**config.mk**
```make
export PLATFORM = sky130hd
export DESIGN_NAME = tick_cmp_timer
export DESIGN_NICKNAME = d
export VERILOG_FILES = /design/src/rtl/tick_cmp_pkg.sv /design/src/rtl/tick_counter.sv /design/src/rtl/tick_cmp_channel.sv /design/src/rtl/tick_bus_regs.sv /design/src/rtl/tick_cmp_timer.sv
export SDC_FILE = /design/constraint.sdc
export NUM_CORES = 1
export LEC_CHECK = 0
export ABC_AREA = 0
export CAP_MARGIN = 40
export CORE_MARGIN = 5
export CORE_UTILIZATION = 50
export DETAILED_ROUTE_END_ITERATION = 10
export PLACE_DENSITY = 0.72
export SLEW_MARGIN = 20
export SYNTH_ARGS = -nofsm -noshare
export SYNTH_HDL_FRONTEND = slang
export SYNTH_SLANG_ARGS = --single-unit
export TNS_END_PERCENT = 5
```
**constraint.sdc**
```tcl
create_clock -name clk -period 4 [get_ports clk]
set_input_delay 1.2 -clock clk [delete_from_list [all_inputs] [get_ports clk]]
set_output_delay 1.2 -clock clk [all_outputs]
set_load 0.005 [all_outputs]
```
**src/rtl/tick_cmp_pkg.sv**
```systemverilog
package tick_cmp_pkg;

    localparam int WORD_W = 32;
    localparam int CNT_W  = 2 * WORD_W;
    localparam int ADDR_W = 8;

    localparam logic [ADDR_W-1:0] OFS_STATUS = 8'h00;
    localparam logic [ADDR_W-1:0] OFS_CNT_LO = 8'h04;
    localparam logic [ADDR_W-1:0] OFS_CNT_HI = 8'h08;
    localparam logic [ADDR_W-1:0] OFS_TARGET = 8'h0C;

    localparam int FLAG_BIT = 0;
    localparam int ARM_BIT  = 4;

    typedef enum logic [2:0] {
        RS_NONE,
        RS_STATUS,
        RS_CNT_LO,
        RS_CNT_HI,
        RS_TARGET
    } reg_sel_e;

    typedef struct packed {
        logic              sel;
        logic              we;
        logic [ADDR_W-1:0] addr;
        logic [WORD_W-1:0] wdata;
    } bus_req_t;

    typedef struct packed {
        logic              flag;
        logic              arm;
        logic [WORD_W-1:0] target;
    } chan_state_t;

    function automatic reg_sel_e decode_addr(input logic [ADDR_W-1:0] a);
        reg_sel_e r;
        case (a)
            OFS_STATUS: r = RS_STATUS;
            OFS_CNT_LO: r = RS_CNT_LO;
            OFS_CNT_HI: r = RS_CNT_HI;
            OFS_TARGET: r = RS_TARGET;
            default:    r = RS_NONE;
        endcase
        return r;
    endfunction

    function automatic logic [WORD_W-1:0] pack_status(input logic flag, input logic arm);
        logic [WORD_W-1:0] w;
        w           = '0;
        w[FLAG_BIT] = flag;
        w[ARM_BIT]  = arm;
        return w;
    endfunction

endpackage

```
**src/rtl/tick_counter.sv**
```systemverilog
module tick_counter #(
    parameter int            W    = 64,
    parameter logic [W-1:0]  INIT = '0
) (
    input  logic         clk,
    input  logic         rst,
    output logic [W-1:0] count
);

    always_ff @(posedge clk) begin
        if (rst) count <= INIT;
        else     count <= count + {{(W-1){1'b0}}, 1'b1};
    end

endmodule

```
**src/rtl/tick_cmp_channel.sv**
```systemverilog
module tick_cmp_channel
    import tick_cmp_pkg::*;
(
    input  logic              clk,
    input  logic              rst,
    input  logic              wr_status,
    input  logic              wr_target,
    input  logic [WORD_W-1:0] wdata,
    input  logic [WORD_W-1:0] cnt_lo,
    output chan_state_t       st
);

    logic hit;
    logic ack;

    // equality only: a target behind the count waits a full 2^32 lap
    always_comb begin
        hit = st.arm && (cnt_lo == st.target);
        ack = wr_status && wdata[FLAG_BIT];
    end

    always_ff @(posedge clk) begin
        if (rst) begin
            st <= '0;
        end else begin
            if (wr_target) st.target <= wdata;
            if (wr_status) st.arm    <= wdata[ARM_BIT];
            // a fresh hit outranks a simultaneous acknowledge
            st.flag <= hit | (st.flag & ~ack);
        end
    end

endmodule

```
**src/rtl/tick_bus_regs.sv**
```systemverilog
module tick_bus_regs
    import tick_cmp_pkg::*;
(
    input  logic              clk,
    input  logic              rst,
    input  bus_req_t          req,
    input  logic [CNT_W-1:0]  count,
    input  chan_state_t       st,
    output logic              wr_status,
    output logic              wr_target,
    output logic [WORD_W-1:0] rdata,
    output logic              rdy
);

    reg_sel_e          which;
    logic [WORD_W-1:0] rd_mux;
    logic              is_wr;
    logic              is_rd;

    always_comb begin
        which     = decode_addr(req.addr);
        is_wr     = req.sel && req.we;
        is_rd     = req.sel && !req.we;
        wr_status = is_wr && (which == RS_STATUS);
        wr_target = is_wr && (which == RS_TARGET);
        case (which)
            RS_STATUS: rd_mux = pack_status(st.flag, st.arm);
            RS_CNT_LO: rd_mux = count[WORD_W-1:0];
            RS_CNT_HI: rd_mux = count[CNT_W-1:WORD_W];
            RS_TARGET: rd_mux = st.target;
            default:   rd_mux = '0;
        endcase
    end

    always_ff @(posedge clk) begin
        if (rst) begin
            rdy   <= 1'b0;
            rdata <= '0;
        end else begin
            rdy   <= req.sel;
            rdata <= is_rd ? rd_mux : '0;
        end
    end

endmodule

```
**src/rtl/tick_cmp_timer.sv**
```systemverilog
module tick_cmp_timer
    import tick_cmp_pkg::*;
#(
    parameter logic [63:0] RESET_COUNT = 64'd0
) (
    input  logic              clk,
    input  logic              rst,
    input  logic              bus_sel,
    input  logic              bus_we,
    input  logic [ADDR_W-1:0] bus_addr,
    input  logic [WORD_W-1:0] bus_wdata,
    output logic [WORD_W-1:0] bus_rdata,
    output logic              bus_rdy,
    output logic              irq
);

    bus_req_t          req;
    logic [CNT_W-1:0]  count;
    chan_state_t       st;
    logic              wr_status;
    logic              wr_target;
    logic              chan_flag;
    logic              chan_arm;
    logic [WORD_W-1:0] chan_target;

    always_comb begin
        req.sel   = bus_sel;
        req.we    = bus_we;
        req.addr  = bus_addr;
        req.wdata = bus_wdata;
    end

    tick_counter #(
        .W    (CNT_W),
        .INIT (RESET_COUNT)
    ) u_count (
        .clk   (clk),
        .rst   (rst),
        .count (count)
    );

    tick_bus_regs u_regs (
        .clk       (clk),
        .rst       (rst),
        .req       (req),
        .count     (count),
        .st        (st),
        .wr_status (wr_status),
        .wr_target (wr_target),
        .rdata     (bus_rdata),
        .rdy       (bus_rdy)
    );

    tick_cmp_channel u_chan (
        .clk       (clk),
        .rst       (rst),
        .wr_status (wr_status),
        .wr_target (wr_target),
        .wdata     (req.wdata),
        .cnt_lo    (count[WORD_W-1:0]),
        .st        (st)
    );

    assign chan_flag   = st.flag;
    assign chan_arm    = st.arm;
    assign chan_target = st.target;
    assign irq         = chan_flag & chan_arm;

endmodule

```
======== Word level (Yosys, flattened, before mapping) ========
Index checks and enable logic that the tools add are counted.
cells by class
  $add $sub $neg .......................... 1
  eq/ne operators ......................... 8
  muxes and demuxes ....................... 2
  bitwise operators ....................... 5
  reductions and logical operators ........ 9
operator list
  cell                     count
  $pmux W32 S4             1
  $add A64 B1 Y64 const B  1
  $eq A32 B32 Y1           1
  $eq A8 B4 Y1 const B     2
  $pmux W3 S4              1
  $eq A8 B3 Y1 const B     1
  $logic_not A8 Y1         1
  $eq A3 B2 Y1 const B     2
  $logic_and A1 B1 Y1      6
  $eq A3 B1 Y1 const B     1
  $eq A3 B3 Y1 const B     1
  $and A1 B1 Y1            2
  $not A1 Y1               2
  $reduce_or A2 Y1         1
  $logic_not A1 Y1         1
  $or A1 B1 Y1             1
word-level totals
  flip-flop bits (word level) ............. 131
  word-level logic and storage cells ...... 31

======== Depth between registers and ports, before layout ========
Gate-level depths: netlist of the first run.
  depth after elaboration ................. 8
  gate-level depth with buffers ........... 7
  depth with buffers taken out ............ 6

======== Cells and area by module ========
From an unflattened synthesis of the first run, not the netlist that was laid out.
unflattened totals
  cells, all modules ...................... 649
  area, all modules ....................... 6,192.2 sq um
by module, submodules not included
  module            times used  cells each  area each (sq um)  seq. area each (sq um)
  tick_counter      1           343         2,930.3            1,281.2
  tick_bus_regs     1           151         1,704.1            660.6
  tick_cmp_channel  1           154         1,551.5            680.7
  tick_cmp_timer    1           1           6.3                0.0

======== Worst setup path after synthesis of the first run ========
OpenSTA, ideal clock, no wires.
  kind .................................... in2reg
  start point ............................. in bus_addr[5]
  end point ............................... reg, netlist name u_chan.st[10]
  setup time .............................. 0.128 ns
  arrival ................................. 2.472 ns
  required time ........................... 3.872 ns
  slack ................................... 1.400 ns
  cell stages on the path ................. 6
  path buffers ............................ 1
  cell sequence ........................... nor4_1 nand4_1 nor2_1 buf_2 mux2i_1 nor2_1
between the ends
  longest elaborated chain between the ends .. 4
  elaborated cells on any way between the ends .. 7
  classes of those cells .................. eq/ne (4); mux (1); reduce/logical (2)
ends and longest elaborated chain
  what                                        line                  source
  from (decl)                                 tick_cmp_timer.sv:10  input logic [ADDR_W-1:0] bus_addr,
  $eq A8 B4 Y1, or another cell as far along  tick_cmp_pkg.sv:38    case (a)
  $pmux W3 S4 *                               tick_cmp_pkg.sv:38
  $eq A3 B3 Y1 *                              tick_bus_regs.sv:25   wr_target = is_wr && (which == RS_TARGET);
  $logic_and A1 B1 Y1 *                       tick_bus_regs.sv:25
Mark *: on every way between the ends. The rest lies on a longest branch, timed or not.
A chain may end at the register's enable or synchronous reset.

======== Worst setup path after layout of the first run ========
  start point ............................. reg u_count.count[0]
  end point ............................... reg u_count.count[54]
between the ends
  longest elaborated chain between the ends .. 1
ends and longest elaborated chain
  what                    line                source
  from (decl)             tick_counter.sv:7   output logic [W-1:0] count
  from (signal assigned)  tick_counter.sv:12  else count <= count + {{(W-1){1'b0}}, 1'b1};
  $add A64 B1 Y64         tick_counter.sv:12
No other way between the ends.

==> flow_summary.toml, run 1 <==
[run_status]
status = "finished clean"

[worst_setup_path]
arrival_ns = 3.18
crit_required_ns = 4.35
r2r-end = "u_count.count[54]$_SDFF_PP0_"
cp_max_fo = 18
crit_path_start_kind = "flip-flop"
r2r_setup_slack_ns = 1.17
r2r_start = "u_count.count[0]$_SDFF_PP0_"
crit_type = "reg2reg"
critPathCapture = "u_count.count[54]$_SDFF_PP0_"
end_kind = "flip-flop"
cp-startpoint = "u_count.count[0]$_SDFF_PP0_"
ff2ff_path_depth = 6

[routing]
vias_per_cell = 5.77
drt-initial-drc-count = 458
num_vias = 5307
drtPass1Iterations = 5
drc = 0
wl_per_cell_um = 17.9
drtAntennaViolNets = 0
finalWirelength_mm = 16.5

[global_route]
grt_pass1_wl_mm = 26.7
grt_max_degree = 39
grt_usage = 0.233
first_global_vias = 5184
antenna_found_initial = 0
overflow = 0

[sta]
fin_setup_tns_ns = 0
slew_violations = 0
fin_crit_sh = 0.708
worst_slew_pin_slew_ns = 0.713
fin_ws_ns = 1.17
clock_skew_ns = 0.00745
period_needed_ns = 2.83
setup_viol_count_final = 0
slew_headroom = 0.523
grt_setup_unrepaired = "no"
hold_violations = 0
clock.fmax_mhz = 353

[die]
die_x_um = 121
coreArea_mm2 = 0.0121
ios = 78
row_count = 40
fp.dieH_um = 121
dieArea_mm2 = 0.0146
start_util = 0.510

[place]
place.gp.congestion = 0.910
dp.cells = 888
dp.final_hpwl_mm = 11.8
portBuffers = 77
place_ws_ns = 0.837

[logic_synthesis]
syn-cell-area_mm2 = 0.00615
synthCells = 680
ys_warn_count = 0
syn_avg_cell_area_um2 = 9.05
synth_fp_nets = 725
synth-seq-cells = 131
synth_seq_area_share = 0.426
synth_cell_type_count = 37

[min_path]
hold_class = "reg2reg"
hold_path_startpoint = "u_count.count[63]$_SDFF_PP0_"

[finish]
final_cell_mix = "dfxtp_1, nor2_1, clkdlybuf4s50_1"
area_growth_syn_to_layout_pct = 24.5
final_util = 0.635
multi_input_area_mm2 = 0.00331
num-nets-final = 784
final_cells = 920
ff_latch_area_mm2 = 0.00262
antenna_cells = 0
fill_cells = 1027
drive_gt1_frac = 0.102
final_common_cell = "dfxtp_1"

[clock_tree]
cts_setup_buffers = 0
cts_tree = "yes"
cts_made_buffers = 17
cts_max_level = 4
cts.sinks = 131
cts-root-buf = "clkbuf_16"
cts_buffer_depth = 2
ctsResizeCount = 0
cts_hold_buf = 0
path_clk_slew_ns = 0.06
clock_latency_ns = 0.42

[power]
ir_drop_uv = 395
p_leak_nw = 2.56
power.density_mw_per_mm2 = 402
total_power_mw = 3.08

[flow_run]
cap_viol_max_count = 0
## layout make-up
cell class                      count  area share
Timing Repair Buffer               87       0.111
Clock inverter                      8      0.0193
Tap cell                          168      0.0274
Sequential cell                   131       0.342
Clock buffer                       24      0.0642
Multi-Input combinational cell    496       0.433
Inverter                            6     0.00294
## cell usage after synthesis
| master | count | area share |
|---|---|---|
| o21ai_0 | 17 | 0.014 |
| buf_6 | 1 | 0.0018 |
| or4_4 | 1 | 0.0018 |
| mux4_2 | 2 | 0.0073 |
| dfxtp_1 | 131 | 0.43 |
| a22oi_1 | 30 | 0.037 |
| or4_1 | 13 | 0.016 |
| inv_1 | 6 | 0.0037 |
| clkbuf_1 | 33 | 0.020 |
| nor4b_1 | 1 | 0.0014 |
| and2_1 | 10 | 0.010 |
| nand4_2 | 2 | 0.0041 |
| nor2b_1 | 8 | 0.0081 |
| or3_1 | 12 | 0.012 |
| and4_4 | 1 | 0.0018 |
| nand3_1 | 23 | 0.019 |
| nand4_4 | 1 | 0.0035 |
| xor2_1 | 27 | 0.038 |
| a21oi_1 | 28 | 0.023 |
| nor2_1 | 104 | 0.063 |
| nor4_1 | 17 | 0.017 |
| xnor2_1 | 39 | 0.056 |
| nand3b_1 | 2 | 0.0024 |
| nor3_1 | 4 | 0.0033 |
| o31ai_1 | 12 | 0.015 |
| buf_4 | 1 | 0.0012 |
| nand2_1 | 29 | 0.018 |
| nand4b_1 | 2 | 0.0028 |
| ha_1 | 1 | 0.0020 |
| and3_1 | 9 | 0.0092 |
| buf_2 | 11 | 0.0089 |
| o41ai_1 | 3 | 0.0043 |
| mux2i_1 | 33 | 0.054 |
| nand4_1 | 24 | 0.024 |
| clkbuf_2 | 1 | 0.00081 |
| mux2_2 | 28 | 0.051 |
| and4_1 | 13 | 0.019 |
## stage by stage
stage / instance area (um^2) / hold slack [ns]
6_report: 7660 / 0.497
5_1_grt: 7660 / 0.527
4_1_cts: 7660 / 0.492
3_5_place_dp: 7020 / 0.482
3_3_place_gp: 7020 / 0.478
2_1_floorplan: 6150 / 0.444
## report_power, final
group / internal, mW / switching (mW)
clock network: 1.11 / 0.557
registers: 1.31 / 0.00454
logic: 0.0550 / 0.0489
total: 2.47 / 0.610
## state kept, by name (all words and copies together) (netlist names)
register	cells
u_chan.st	34
u_count.count	64
u_regs.rdata	32
u_regs.rdy	1
## worst max-delay path: stages, from the launching register on
cell and delay, ns:
dfxtp_1 0.43, ha_1 0.24, and4_1 0.35, and4_1 0.28, nand4_1 0.59, or4_1 0.71, a21oi_1 0.16
## worst min-delay path by stage
| stage | to | slack (ns) | cells past startpoint |
|---|---|---|---|
| after floorplan | u_count.count[0]$_SDFF_PP0_ | 0.44 | 1 |
| after global placement | u_count.count[62]$_SDFF_PP0_ | 0.48 | 2 |
| after detailed placement | u_count.count[63]$_SDFF_PP0_ | 0.48 | 2 |
| after CTS | u_count.count[63]$_SDFF_PP0_ | 0.49 | 2 |
| after global routing | u_count.count[63]$_SDFF_PP0_ | 0.53 | 2 |
| final | u_count.count[63]$_SDFF_PP0_ | 0.50 | 2 |
## per-layer routing
| metal | global-route usage | wire length [um] | up-vias |
|---|---|---|---|
| met4 | 0.101 | 493 | 0 |
| met3 | 0.0699 | 1180 | 32 |
| li1 | - | - | 2559 |
| met1 | 0.287 | 7010 | 2530 |
| met2 | 0.377 | 7780 | 186 |
| met5 | 0 | 0 | - |
## cells by family after synthesis
group                    after synthesis  share of synthesized area
XOR/XNOR                              66                     0.0940
multiplexers                          63                      0.112
buffers and inverters                 53                     0.0366
adder cells (fa/ha/maj)                1                    0.00203
AND/OR/NAND/NOR                      276                      0.237
AO/OA/AOI/OAI                         90                     0.0921
flip-flops                           131                      0.426
Note: power is estimated with default switching activity, not from simulation.
==> run 2: changes to the inputs <==
PLACE_DENSITY = 0.75   (was 0.72)
clock period = 2.4 ns   (was 4 ns; I/O delays follow)
==> flow_summary.toml, run 2 (synthesis results as in run 1) <==
[routing]
drtPass1Iterations = 5
finalWirelength_mm = 17.2
num_vias = 5486
drc = 0
vias_per_cell = 5.79
wl_per_cell_um = 18.2
drt-initial-drc-count = 452
drtAntennaViolNets = 0

[global_route]
grt_usage = 0.243
overflow = 0
grt_max_degree = 99
first_global_vias = 5495
grt_pass1_wl_mm = 27.8
antenna_found_initial = 0

[finish]
final_cells = 948
fin_area_mm2 = 0.00788
reg_top3 = "u_count.count x64, u_chan.st x34, u_regs.rdata x32"
largest_register_ffs = 64
fill_cells = 1011
final_util = 0.654
drive_gt1_frac = 0.138
antenna_cells = 0
final_cell_mix = "dfxtp_1, nor2_1, clkdlybuf4s50_1"
num-nets-final = 813
final_common_cell = "dfxtp_1"
area_growth_syn_to_layout_pct = 28.1
top_register = "u_count.count"

[power]
p_leak_nw = 2.70
ir_drop_uv = 558
total_power_mw = 4.98
power.density_mw_per_mm2 = 632

[sta]
period_needed_ns = 2.29
setup_viol_count_final = 0
worst_slew_pin_slew_ns = 0.447
slew_violations = 0
clock.fmax_mhz = 437
clock_skew_ns = 0.00779
hold_violations = 0
slew_headroom = 0.702
fin_hold_ws_ns = 0.511
fin_crit_sh = 0.954

[worst_setup_path]
crit_path_start_kind = "flip-flop"
crit_required_ns = 2.75
crit_path_max_incr_delay_ns = 0.66
cpMaxStageDelayCell = "or4_4"
cp_max_fo = 12
cp-startpoint = "u_count.count[7]$_SDFF_PP0_"
crit_type = "reg2reg"
end_kind = "flip-flop"
r2r_start = "u_count.count[7]$_SDFF_PP0_"
path_cells = "and4_4 -> nand4_4 -> or4_4 -> or4_1 -> a21oi_1"
arrival_ns = 2.64

[place]
place_area_mm2 = 0.00728
dp.final_hpwl_mm = 12.3
dp.cells = 917
place.gp.congestion = 0.925
portBuffers = 77

[min_path]
hold_path_startpoint = "u_count.count[62]$_SDFF_PP0_"
hold_class = "reg2reg"

[clock_tree]
cts_tree = "yes"
clock_latency_ns = 0.42
cts.sinks = 131
cts-root-buf = "clkbuf_16"
cts_made_buffers = 17
cts_buffer_depth = 2
cts_max_level = 4
cts_hold_buf = 0
path_clk_slew_ns = 0.06

[run_status]
status = "finished clean"

[die]
row_count = 40
start_util = 0.510
dieArea_mm2 = 0.0146
coreArea_mm2 = 0.0121
die_x_um = 121
ios = 78
fp.dieH_um = 121

[flow_run]
cap_viol_max_count = 0
## run 2: report_power, final
group	switching [mW]	leakage [nW]	internal, mW	total (mW)
clock	0.936	0.285	1.67	2.61
sequential	0.00466	1.06	2.18	2.19
combinational	0.0871	1.36	0.102	0.189
total	1.03	2.70	3.96	4.98
## run 2: worst max-delay path: cells and delay by family (launching register included)
family,cells,cell delay (ns)
and+or+nand+nor,4,1.63
AOI/OAI and AO/OA,1,0.14
DFF,1,0.45
## run 2: area by class of cell
| type | count | area (um^2) | share of cell area |
|---|---|---|---|
| clock buffer | 21 | 460 | 0.0584 |
| multi-input combinational | 496 | 3330 | 0.422 |
| sequential | 131 | 2620 | 0.333 |
| timing repair buffer | 116 | 1110 | 0.141 |
| tap | 168 | 210 | 0.0267 |
| clock inverter | 10 | 133 | 0.0168 |
| inverter | 6 | 22.5 | 0.00286 |
## run 2: per-layer routing
| metal | vias up | share of wire | GRT usage |
|---|---|---|---|
| met4 | 0 | 0.050 | 0.145 |
| li1 | 2612 | - | - |
| met5 | - | 0 | 0 |
| met2 | 205 | 0.46 | 0.378 |
| met3 | 48 | 0.063 | 0.0611 |
| met1 | 2621 | 0.43 | 0.303 |
## run 2: final timing paths
| path | endpoint | slack, ns | depth (start not counted) |
|---|---|---|---|
| worst max-delay path | u_count.count[49]$_SDFF_PP0_ | 0.11 | 5 |
| worst min-delay path | u_count.count[62]$_SDFF_PP0_ | 0.51 | 2 |
| worst max register to register | u_count.count[49]$_SDFF_PP0_ | 0.11 | 5 |
| worst min register to register | u_count.count[62]$_SDFF_PP0_ | 0.51 | 2 |
## run 2: through the flow
step	worst slack [ns]	setup TNS (ns)
CTS	0.111	0
global placement	-0.0971	-2.76
global route	-0.000656	-0.000656
floorplan	0.280	0
detailed placement	-0.164	-4.09
finish	0.110	0
## run 2: what timing repair did
item,CTS,global route
endpoints found under the setup margin,0,3
setup buffers,0,0
resized for setup,0,2
endpoints found under the hold margin,0,0
